File: config.mk
export PLATFORM = sky130hd
export DESIGN_NAME = cond_flag_unit
export DESIGN_NICKNAME = d
export VERILOG_FILES = /design/src/rtl/cfu_pkg.sv /design/src/rtl/cfu_sum.sv /design/src/rtl/cfu_carry.sv /design/src/rtl/cfu_ovf.sv /design/src/rtl/cond_flag_unit.sv
export SDC_FILE = /design/constraint.sdc
export NUM_CORES = 1
export LEC_CHECK = 0
export ABC_AREA = 0
export BUFFER_PORTS_ARGS = -buffer_cell sky130_fd_sc_hd__buf_2
export CAP_MARGIN = 20
export CORE_UTILIZATION = 45
export DETAILED_ROUTE_END_ITERATION = 10
export GPL_ROUTABILITY_DRIVEN = 0
export PLACE_DENSITY = 0.7
export SYNTH_ARGS = -nofsm -noshare
export SYNTH_HDL_FRONTEND = slang
export SYNTH_SLANG_ARGS = --single-unit
File: constraint.sdc
create_clock -name clk -period 7.83 [get_ports clk]
set_input_delay 1.566 -clock clk [delete_from_list [all_inputs] [get_ports clk]]
set_output_delay 1.566 -clock clk [all_outputs]
set_load 0.1 [all_outputs]
File: src/rtl/cfu_pkg.sv
package cfu_pkg;
  typedef enum logic [1:0] {
    OP_ADD = 2'd0,
    OP_ADC = 2'd1,
    OP_SUB = 2'd2,
    OP_SBC = 2'd3
  } arith_op_e;

  localparam int FLAG_N = 3;
  localparam int FLAG_Z = 2;
  localparam int FLAG_C = 1;
  localparam int FLAG_V = 0;
  localparam int FLAG_W = 4;
endpackage

File: src/rtl/cfu_sum.sv
module cfu_sum #(
  parameter int WIDTH = 32
) (
  input  logic [WIDTH-1:0] op_a,
  input  logic [WIDTH-1:0] op_b,
  input  logic             c_in,
  input  cfu_pkg::arith_op_e op,
  output logic [WIDTH-1:0] result
);
  logic             is_sub;
  logic             use_cin;
  logic [WIDTH-1:0] b_eff;
  logic             ci;

  always_comb begin
    is_sub  = op[1];
    use_cin = op[0];
    b_eff   = is_sub ? ~op_b : op_b;
    ci      = use_cin ? c_in : is_sub;
    result  = op_a + b_eff + {{(WIDTH-1){1'b0}}, ci};
  end
endmodule

File: src/rtl/cfu_carry.sv
module cfu_carry #(
  parameter int WIDTH = 32
) (
  input  logic [WIDTH-1:0] op_a,
  input  logic [WIDTH-1:0] op_b,
  input  logic [WIDTH-1:0] result,
  input  logic             c_in,
  input  cfu_pkg::arith_op_e op,
  output logic             carry
);
  import cfu_pkg::*;

  always_comb begin
    unique case (op)
      OP_ADD:  carry = (result < op_a);
      OP_ADC:  carry = (result < op_a) || ((result == op_a) && c_in);
      OP_SUB:  carry = !(op_a < op_b);
      default: carry = (op_a > op_b) || ((op_a == op_b) && c_in);
    endcase
  end
endmodule

File: src/rtl/cfu_ovf.sv
module cfu_ovf #(
  parameter int WIDTH = 32
) (
  input  logic [WIDTH-1:0] op_a,
  input  logic [WIDTH-1:0] op_b,
  input  logic [WIDTH-1:0] result,
  input  logic             is_sub,
  output logic             ovf
);
  localparam int MSB = WIDTH - 1;
  logic [WIDTH-1:0] res_diff;
  logic [WIDTH-1:0] opr_diff;
  logic [WIDTH-1:0] mixed;

  always_comb begin
    res_diff = result ^ op_a;
    opr_diff = op_a ^ op_b;
    mixed    = is_sub ? (res_diff & opr_diff) : (res_diff & ~opr_diff);
    ovf      = mixed[MSB];
  end
endmodule

File: src/rtl/cond_flag_unit.sv
module cond_flag_unit #(
  parameter int WIDTH = 32
) (
  input  logic             clk,
  input  logic             rst,
  input  logic [WIDTH-1:0] op_a,
  input  logic [WIDTH-1:0] op_b,
  input  logic             c_in,
  input  logic [1:0]       op_sel,
  input  logic             flags_we,
  input  logic             load_packed,
  input  logic [3:0]       packed_flags,
  output logic [WIDTH-1:0] result,
  output logic [3:0]       flags_q
);
  import cfu_pkg::*;

  arith_op_e         op;
  logic              c_calc;
  logic              v_calc;
  logic [FLAG_W-1:0] flags_calc;
  logic [FLAG_W-1:0] flags_next;

  assign op = arith_op_e'(op_sel);

  cfu_sum #(.WIDTH(WIDTH)) u_sum (
    .op_a   (op_a),
    .op_b   (op_b),
    .c_in   (c_in),
    .op     (op),
    .result (result)
  );

  cfu_carry #(.WIDTH(WIDTH)) u_carry (
    .op_a   (op_a),
    .op_b   (op_b),
    .result (result),
    .c_in   (c_in),
    .op     (op),
    .carry  (c_calc)
  );

  cfu_ovf #(.WIDTH(WIDTH)) u_ovf (
    .op_a   (op_a),
    .op_b   (op_b),
    .result (result),
    .is_sub (op_sel[1]),
    .ovf    (v_calc)
  );

  always_comb begin
    flags_calc         = '0;
    flags_calc[FLAG_N] = result[WIDTH-1];
    flags_calc[FLAG_Z] = (result == '0);
    flags_calc[FLAG_C] = c_calc;
    flags_calc[FLAG_V] = v_calc;
    flags_next         = load_packed ? packed_flags : flags_calc;
  end

  always_ff @(posedge clk) begin
    if (rst) begin
      flags_q <= '0;
    end else if (flags_we) begin
      flags_q <= flags_next;
    end
  end
endmodule

==> flow_summary.ini, run 1 <==
[worst_setup_path]
max_stage_delay_ns = 0.48
critPathSlowestCell = buf_2
crit_chain = buf_2 -> xor2_1 -> fa_1 -> fa_1 -> a21o_1 -> a221o_1 -> and3_1 -> o311ai_1 -> o21bai_1 -> a31oi_1 -> xnor2_1 -> buf_2
worstSetupPathType = in -> out
cp.arrival_ns = 5.36
crit_fanout = 18
worstSetupEndpointType = primary output
worst_setup_path_start_kind = input pin
cp_data_required_time_ns = 6.26

[drt]
route.met2.wl_mm = 5.48
detail_route.vias_per_cell = 5.81
top_layer_used = met4
wl_met3_um = 791
drt-initial-drc-count = 212
met1_length_mm = 5.48
detail-route-antenna-nets = 0
wl_mm = 11.9
drc_errors = 0
detailroute.via_count = 4386
post_drt_wl_per_cell_um = 15.7
dr.pass1.iters = 5

[place]
preCtsSetupSlack_ns = 0.918
dpl.hpwl_mm = 10.5
io_buffers = 110
place_area_mm2 = 0.00464

[final_layout]
multi_input_area_mm2 = 0.00360
fin_area_mm2 = 0.00468
top_regs = flags_q x4
fin_util = 0.558
drive_gt1_frac = 0.189
seq_area_um2 = 80.1
diodes = 0
final_common_cell = buf_2
finalNetCount = 823
area_growth_pct = 17.8
top_register = flags_q
fillers = 837
mostFrequentLayoutCells = buf_2, ha_1, inv_1, a21oi_1, xor2_1
largest_reg_flops = 4

[floorplan]
num_rows = 33
die_height_um = 95.9
die-area_mm2 = 0.00920
pin_count = 111
design.core.area_mm2 = 0.00838
die_x_um = 95.9
initial_utilization = 0.474

[job]
maxCapViolCount = 0

[timing]
rsz0062_at_grt = no
fmax_mhz = 144
worst_pin_slew_ns = 0.739
slew_headroom = 0.503
fin_skew_ns = 0
finalSetupViolations = 0
timing.final.crit_period_ns = 6.93
maxSlewViolCount = 0
worst_slack_ns = 0.900
post-route-period-util = 0.885
hold_viol = 0
setup_tns_ns = 0

[synth]
async_flop_share = 0
synthCells = 550
synth_area_leader_cell = ha_1
synth_edf_count = 0
synth_cell_type_count = 53
synth-seq-area-share = 0.0202
syn-num-nets = 721
synthFlopType = dfxtp_1
yosysWarnings = 0
ys_seq_elements = 4
ys_top_cells_by_area = ha_1, xor2_1, a21o_1, inv_1, a21oi_1
synth_top_area_frac = 0.296
syn_area_per_cell_um2 = 7.22
syn-cell-area_mm2 = 0.00397

[clock_tree]
post_cts_buffers = 0
numClockSinks = 4
cts-root-buf = clkbuf_8
cts_max_path_buffers = 2
clkSlewWorstSetupHoldPaths_ns = 0.03
clk_latency_ns = 0.22
h-tree-depth = 1
numCtsBuffers = 3
hold_buffers = 0
cts_tree = yes
cts_resized = 0

[global_route]
grt_max_degree = 21
antenna_found_initial = 0
grt_pass1_vias = 4057
grt_pass1_wl_mm = 18.9
gr-total-overflow = 0
grt_usage = 0.257

[pwr]
power_mw = 1.07
vdd_drop_max_v = 0.000232
p_per_area_mw_per_mm2 = 230
leakagePower_nw = 2.61

[hold_path]
hp-class = reg -> reg

[status]
status = finished, final reports clean
## worst max-delay path: cells and delay by family
family          cells  cell delay [ns]
fa+ha+maj           2             0.88
compound gates      5             1.44
buf+inv             2             0.89
simple gates        1             0.21
xor+xnor            2             0.37
## synth_stat cells, drive strengths merged (2+ instances only)
library cell / instances
inv: 72
o21ai: 22
a211oi: 7
dfxtp: 4
or2: 2
xnor2: 17
or4: 5
fa: 2
nor2b: 7
and3: 7
o21a: 7
o211ai: 8
a31oi: 5
nand4: 18
or3: 7
a21oi: 51
ha: 94
o311ai: 3
a21o: 39
and2: 3
nor3: 6
nor4bb: 2
buf: 2
o21bai: 3
a21boi: 2
nand2: 34
mux2i: 3
nor4: 5
a221o: 2
nor2: 23
xor2: 44
clkbuf: 12
nand3: 9
o31ai: 3
o22ai: 4
## per-stage QoR
stage / hold WS (ns) / std cells
detailed placement: 0.474 / 752
CTS: 0.478 / 755
floorplan: 0.918 / 550
global placement: 0.472 / 752
finish: 0.477 / 755
global route: 0.497 / 755
## area by class of cell
type                       count  area share
timing repair buffer         111       0.119
tap                          105      0.0281
clock buffer                   3     0.00883
multi-input combinational    460       0.769
inverter                      72      0.0578
sequential                     4      0.0171
## report_power, final
part | total [mW] | switching, mW | internal, mW
clock network | 0.0440 | 0.0111 | 0.0328
logic | 1.01 | 0.753 | 0.253
registers | 0.0231 | 0.000869 | 0.0222
total | 1.07 | 0.765 | 0.308
## path summary, 6_finish.rpt
check	startpoint	slack, ns	cells after the start	endpoint
hold reg to reg	flags_q[3]	0.48	2	flags_q[3]
setup reg to reg	flags_q[2]	5.58	6	flags_q[2]
hold / removal	flags_q[3]	0.48	2	flags_q[3]
setup / recovery	op_sel[1]	0.90	12	result[28]
## cells by family after synthesis
family                   count (synthesis)  synth area share
AO/OA/AOI/OAI                          165             0.270
flip-flops                               4            0.0202
XOR/XNOR                                61             0.135
buffers and inverters                   86            0.0813
adder cells (fa/ha/maj)                 96             0.306
multiplexers                             4            0.0104
AND/OR/NAND/NOR                        134             0.177
## metal layers
metal	vias up	global-route usage
met4	0	0.0373
met2	159	0.441
met5	-	0
met3	13	0.0253
met1	2024	0.353
li1	2190	-
No activity file was read; power rests on OpenSTA's default activity.
==> inputs of run 2 (changes only) <==
CORE_UTILIZATION = 55   (was 45)
PLACE_DENSITY = 0.84   (was 0.7)
==> run 2 against run 1 <==
Effect of this change:
- global-route usage rose by 6.5 points
- flip-flop and latch count did not move
- wire length rose by 1.9%
- first-iteration DRC count rose by 48%
- critical path depth did not move
- clock power barely moved
- register-to-register slack got worse by 0.05 ns
- worst hold slack improved by 0.041 ns
- via count rose by 4.8%
- core utilization rose by 12 points
- total power rose by 0.65%
- die area fell by 18%
==> flow_summary.ini, run 2 (synthesis results as in run 1) <==
[timing]
worst_pin_slew_ns = 0.756
slew_headroom = 0.491
timing.final.crit_period_ns = 6.72
rsz0062_at_grt = no
hold_viol = 0
fin_skew_ns = 0
post-route-period-util = 0.859
worst_slack_ns = 1.11
hold_slack_ns = 0.518
fmax_mhz = 149
finalSetupViolations = 0
maxSlewViolCount = 0
setup_tns_ns = 0

[job]
maxCapViolCount = 0

[worst_setup_path]
critPathLaunch = op_sel[0]
crit_fanout = 6
critPathSlowestCell = buf_2
critical_path_buf_inv_count = 2
crit_chain = buf_2 -> mux2_2 -> fa_1 -> fa_1 -> a21o_1 -> a221o_1 -> and3_1 -> o311ai_1 -> o21bai_1 -> a31oi_1 -> xnor2_1 -> buf_2
cp.arrival_ns = 5.16
worst_setup_path_start_kind = input pin
max_stage_delay_ns = 0.48
crit_family = compound AO/OA/AOI/OAI gates
worstSetupPathType = in -> out
cp_data_required_time_ns = 6.26
worstSetupEndpointType = primary output
worstReg2RegStart = flags_q[2]

[drt]
top_layer_used = met4
dr.pass1.iters = 5
drt-initial-drc-count = 314
detail-route-antenna-nets = 0
wl_mm = 12.1
route.met2.wl_mm = 5.59
detail_route.vias_per_cell = 6.15
post_drt_wl_per_cell_um = 16.2
wl_met3_mm = 1.11
drc_errors = 0
met1_length_mm = 5.01
detailroute.via_count = 4597

[final_layout]
instances_no_fill = 747
finalNetCount = 824
final_common_cell = buf_2
mostFrequentLayoutCells = buf_2, ha_1, inv_1, a21oi_1, xor2_1
diodes = 0
drive_gt1_frac = 0.190
top_regs = flags_q x4
area_growth_pct = 17.7
fin_util = 0.681
largest_reg_flops = 4
fin_area_mm2 = 0.00467
top_register = flags_q

[global_route]
grt_pass1_wl_mm = 19.9
grt_pass1_vias = 4448
antenna_found_initial = 0
gr-total-overflow = 0
grt_usage = 0.322
grt_max_degree = 22

[hold_path]
hp-class = reg -> reg
min_from = flags_q[3]

[pwr]
vdd_drop_max_v = 0.000241
power_mw = 1.08
leakagePower_nw = 2.62
p_per_area_mw_per_mm2 = 231

[place]
dpl.hpwl_mm = 10.4
place_area_mm2 = 0.00463
placed_cells = 744
preCtsSetupSlack_ns = 1.16
io_buffers = 110

[floorplan]
initial_utilization = 0.578
die-area_mm2 = 0.00756
die_x_um = 87.0
design.core.area_mm2 = 0.00687
die_height_um = 87.0
num_rows = 30
pin_count = 111

[clock_tree]
numClockSinks = 4
cts_max_path_buffers = 2
cts_resized = 0
clkSlewWorstSetupHoldPaths_ns = 0.03
numCtsBuffers = 3
cts-root-buf = clkbuf_8
h-tree-depth = 1
clk_latency_ns = 0.22
cts_tree = yes
post_cts_buffers = 0
hold_buffers = 0

[status]
status = finished, final reports clean
[run 2: tightest hold or removal path, cell delays in order, from the launching register on]
cell,delay (ns)
dfxtp_1,0.29
nor2_1,0.10
a211oi_1,0.07
[run 2: report_power, final]
part | internal [mW] | leakage [nW] | switching (mW)
Combinational | 0.255 | 2.56 | 0.759
Sequential | 0.0222 | 0.0330 | 0.000879
Clock | 0.0328 | 0.0216 | 0.0113
Total | 0.310 | 2.62 | 0.771
[run 2: cell type report]
cell class | instances | area (µm²)
inverters | 72 | 270
fillers | 636 | 2190
multi-input cells | 460 | 3600
well taps | 96 | 120
flip-flops and latches | 4 | 80.1
clock buffers | 3 | 41.3
repair buffers | 112 | 566
[run 2: final timing paths]
path           endpoint  slack [ns]  cells past startpoint
min          flags_q[3]        0.52                      2
max          result[28]        1.11                     12
min reg2reg  flags_q[3]        0.52                      2
max reg2reg  flags_q[2]        5.53                      6
[run 2: metal layers]
metal	vias to the layer above	GRT usage
li1	2206	-
met3	42	0.0455
met5	-	0
met4	0	0.123
met2	262	0.556
met1	2087	0.404
==> inputs of run 3 (changes only) <==
SLEW_MARGIN = 20   (was not set)
clock period = 7.55 ns   (was 7.83 ns; I/O delays follow)
==> run 3 against run 2 <==
Effect of this change:
- setup slack got worse by 0.22 ns
- clock power up 5.9%
- global-route usage shrank 0.87 points
- critical path type unchanged
- highest routed layer unchanged
==> flow_summary.ini, run 3 (synthesis results as in run 1) <==
[timing]
slew_headroom = 0.635
post-route-period-util = 0.883
worst_pin_slew_ns = 0.541
setup_tns_ns = 0
fin_skew_ns = 0
maxSlewViolCount = 0
hold_viol = 0
rsz0062_at_grt = no
timing.final.crit_period_ns = 6.66
finalSetupViolations = 0
fmax_mhz = 150

[floorplan]
pin_count = 111
initial_utilization = 0.578
design.core.area_mm2 = 0.00687
die_x_um = 87.0
num_rows = 30
die_height_um = 87.0
die-area_mm2 = 0.00756

[pwr]
vdd_drop_max_v = 0.000183
p_per_area_mw_per_mm2 = 240
leakagePower_nw = 2.62
power_mw = 1.12

[place]
io_buffers = 110
dpl.hpwl_mm = 10.1

[worst_setup_path]
reg2reg_to = flags_q[2]
critPathSlowestCell = buf_2
crit_fanout = 6
crit_chain = buf_2 -> mux2_2 -> fa_1 -> fa_1 -> a21o_1 -> a221o_1 -> and3_1 -> o311ai_1 -> o21bai_1 -> a31oi_1 -> xnor2_1 -> buf_2
cp.arrival_ns = 5.15
critical_path_buf_inv_count = 2
rr_worst_depth = 6
worstReg2RegStart = flags_q[2]
cp_data_required_time_ns = 6.04
r2r_setup_slack_ns = 5.30
worstSetupPathType = in -> out
worst_setup_path_start_kind = input pin
worstSetupEndpointType = primary output
max_stage_delay_ns = 0.49
crit_family = compound AO/OA/AOI/OAI gates

[clock_tree]
numClockSinks = 4
cts_max_path_buffers = 2
post_cts_buffers = 0
hold_buffers = 0
cts-root-buf = clkbuf_8
h-tree-depth = 1
clkSlewWorstSetupHoldPaths_ns = 0.03
clk_latency_ns = 0.22
cts_tree = yes
cts_resized = 0
numCtsBuffers = 3

[drt]
detail-route-antenna-nets = 0
dr.pass1.iters = 5
post_drt_wl_per_cell_um = 15.8
wl_mm = 11.8
drc_errors = 0
detail_route.vias_per_cell = 6.08
drt-initial-drc-count = 253
detailroute.via_count = 4535

[final_layout]
final_common_cell = buf_2
top_register = flags_q
area_growth_pct = 17.7
largest_reg_flops = 4
top_regs = flags_q x4
fillers = 600
drive_gt1_frac = 0.191
diodes = 0
mostFrequentLayoutCells = buf_2, ha_1, inv_1, a21oi_1, xor2_1
finalNetCount = 823

[global_route]
grt_pass1_wl_mm = 19.2
grt_pass1_vias = 4381
gr-total-overflow = 0
grt_max_degree = 36
grt_usage = 0.314
antenna_found_initial = 0

[status]
status = finished, final reports clean

[job]
maxCapViolCount = 0

[hold_path]
hp-class = reg -> reg
hold_end = flags_q[3]
hold_depth = 2
min_from = flags_q[3]
-- run 3: changes by cell type in the layout (fill, tap and decap cells not counted), sizes merged --
| cell | previous run | this run |
|---|---|---|
| buf | 112 | 111 |
-- run 3: area by class of cell --
cell class	count	area [µm²]	share of cell area
Sequential cell	4	80.1	0.0171
Multi-Input combinational cell	460	3600	0.771
Timing Repair Buffer	111	558	0.119
Tap cell	96	120	0.0257
Inverter	72	270	0.0578
Clock buffer	3	41.3	0.00883
-- run 3: report_power, final --
group,leakage (nW),total [mW],switching (mW),internal (mW)
clock network,0.0216,0.0467,0.0126,0.0341
registers,0.0330,0.0239,0.000873,0.0230
logic,2.56,1.05,0.785,0.264
-- run 3: how the worst max path moves through the flow --
stage | end | startpoint | slack, ns | depth (start not counted)
floorplan | flags_q[1] | op_sel[1] | 0.09 | 17
global placement | result[28] | op_sel[0] | 1.05 | 12
detailed placement | result[28] | op_sel[0] | 0.94 | 12
CTS | result[28] | op_sel[0] | 0.94 | 12
global route | result[28] | op_sel[0] | 0.74 | 12
finish | result[28] | op_sel[0] | 0.89 | 12
-- run 3: per-layer routing --
| metal | part of all wire | global-route usage | wire [µm] |
|---|---|---|---|
| met1 | 0.43 | 0.387 | 5060 |
| met2 | 0.47 | 0.565 | 5510 |
| met3 | 0.074 | 0.0294 | 871 |
| met4 | 0.029 | 0.109 | 339 |
| met5 | 0 | 0 | 0 |
-- run 3: per-stage QoR --
step,cells,instance area [µm²],worst slack [ns],util,hold WS [ns]
after floorplan,550,4010,0.0882,-,0.918
after CTS,746,4670,0.937,0.681,0.509
after detailed placement,743,4630,0.939,0.674,0.505
final,746,4670,0.885,0.681,0.505
after global routing,746,4670,0.737,0.681,0.538
after global placement,743,4630,1.05,0.674,0.470
-- run 3: tightest hold or removal path, cell delays in order, from the launching register on --
cell and delay (ns):
dfxtp_1 0.30, nor2_1 0.09, a211oi_1 0.06
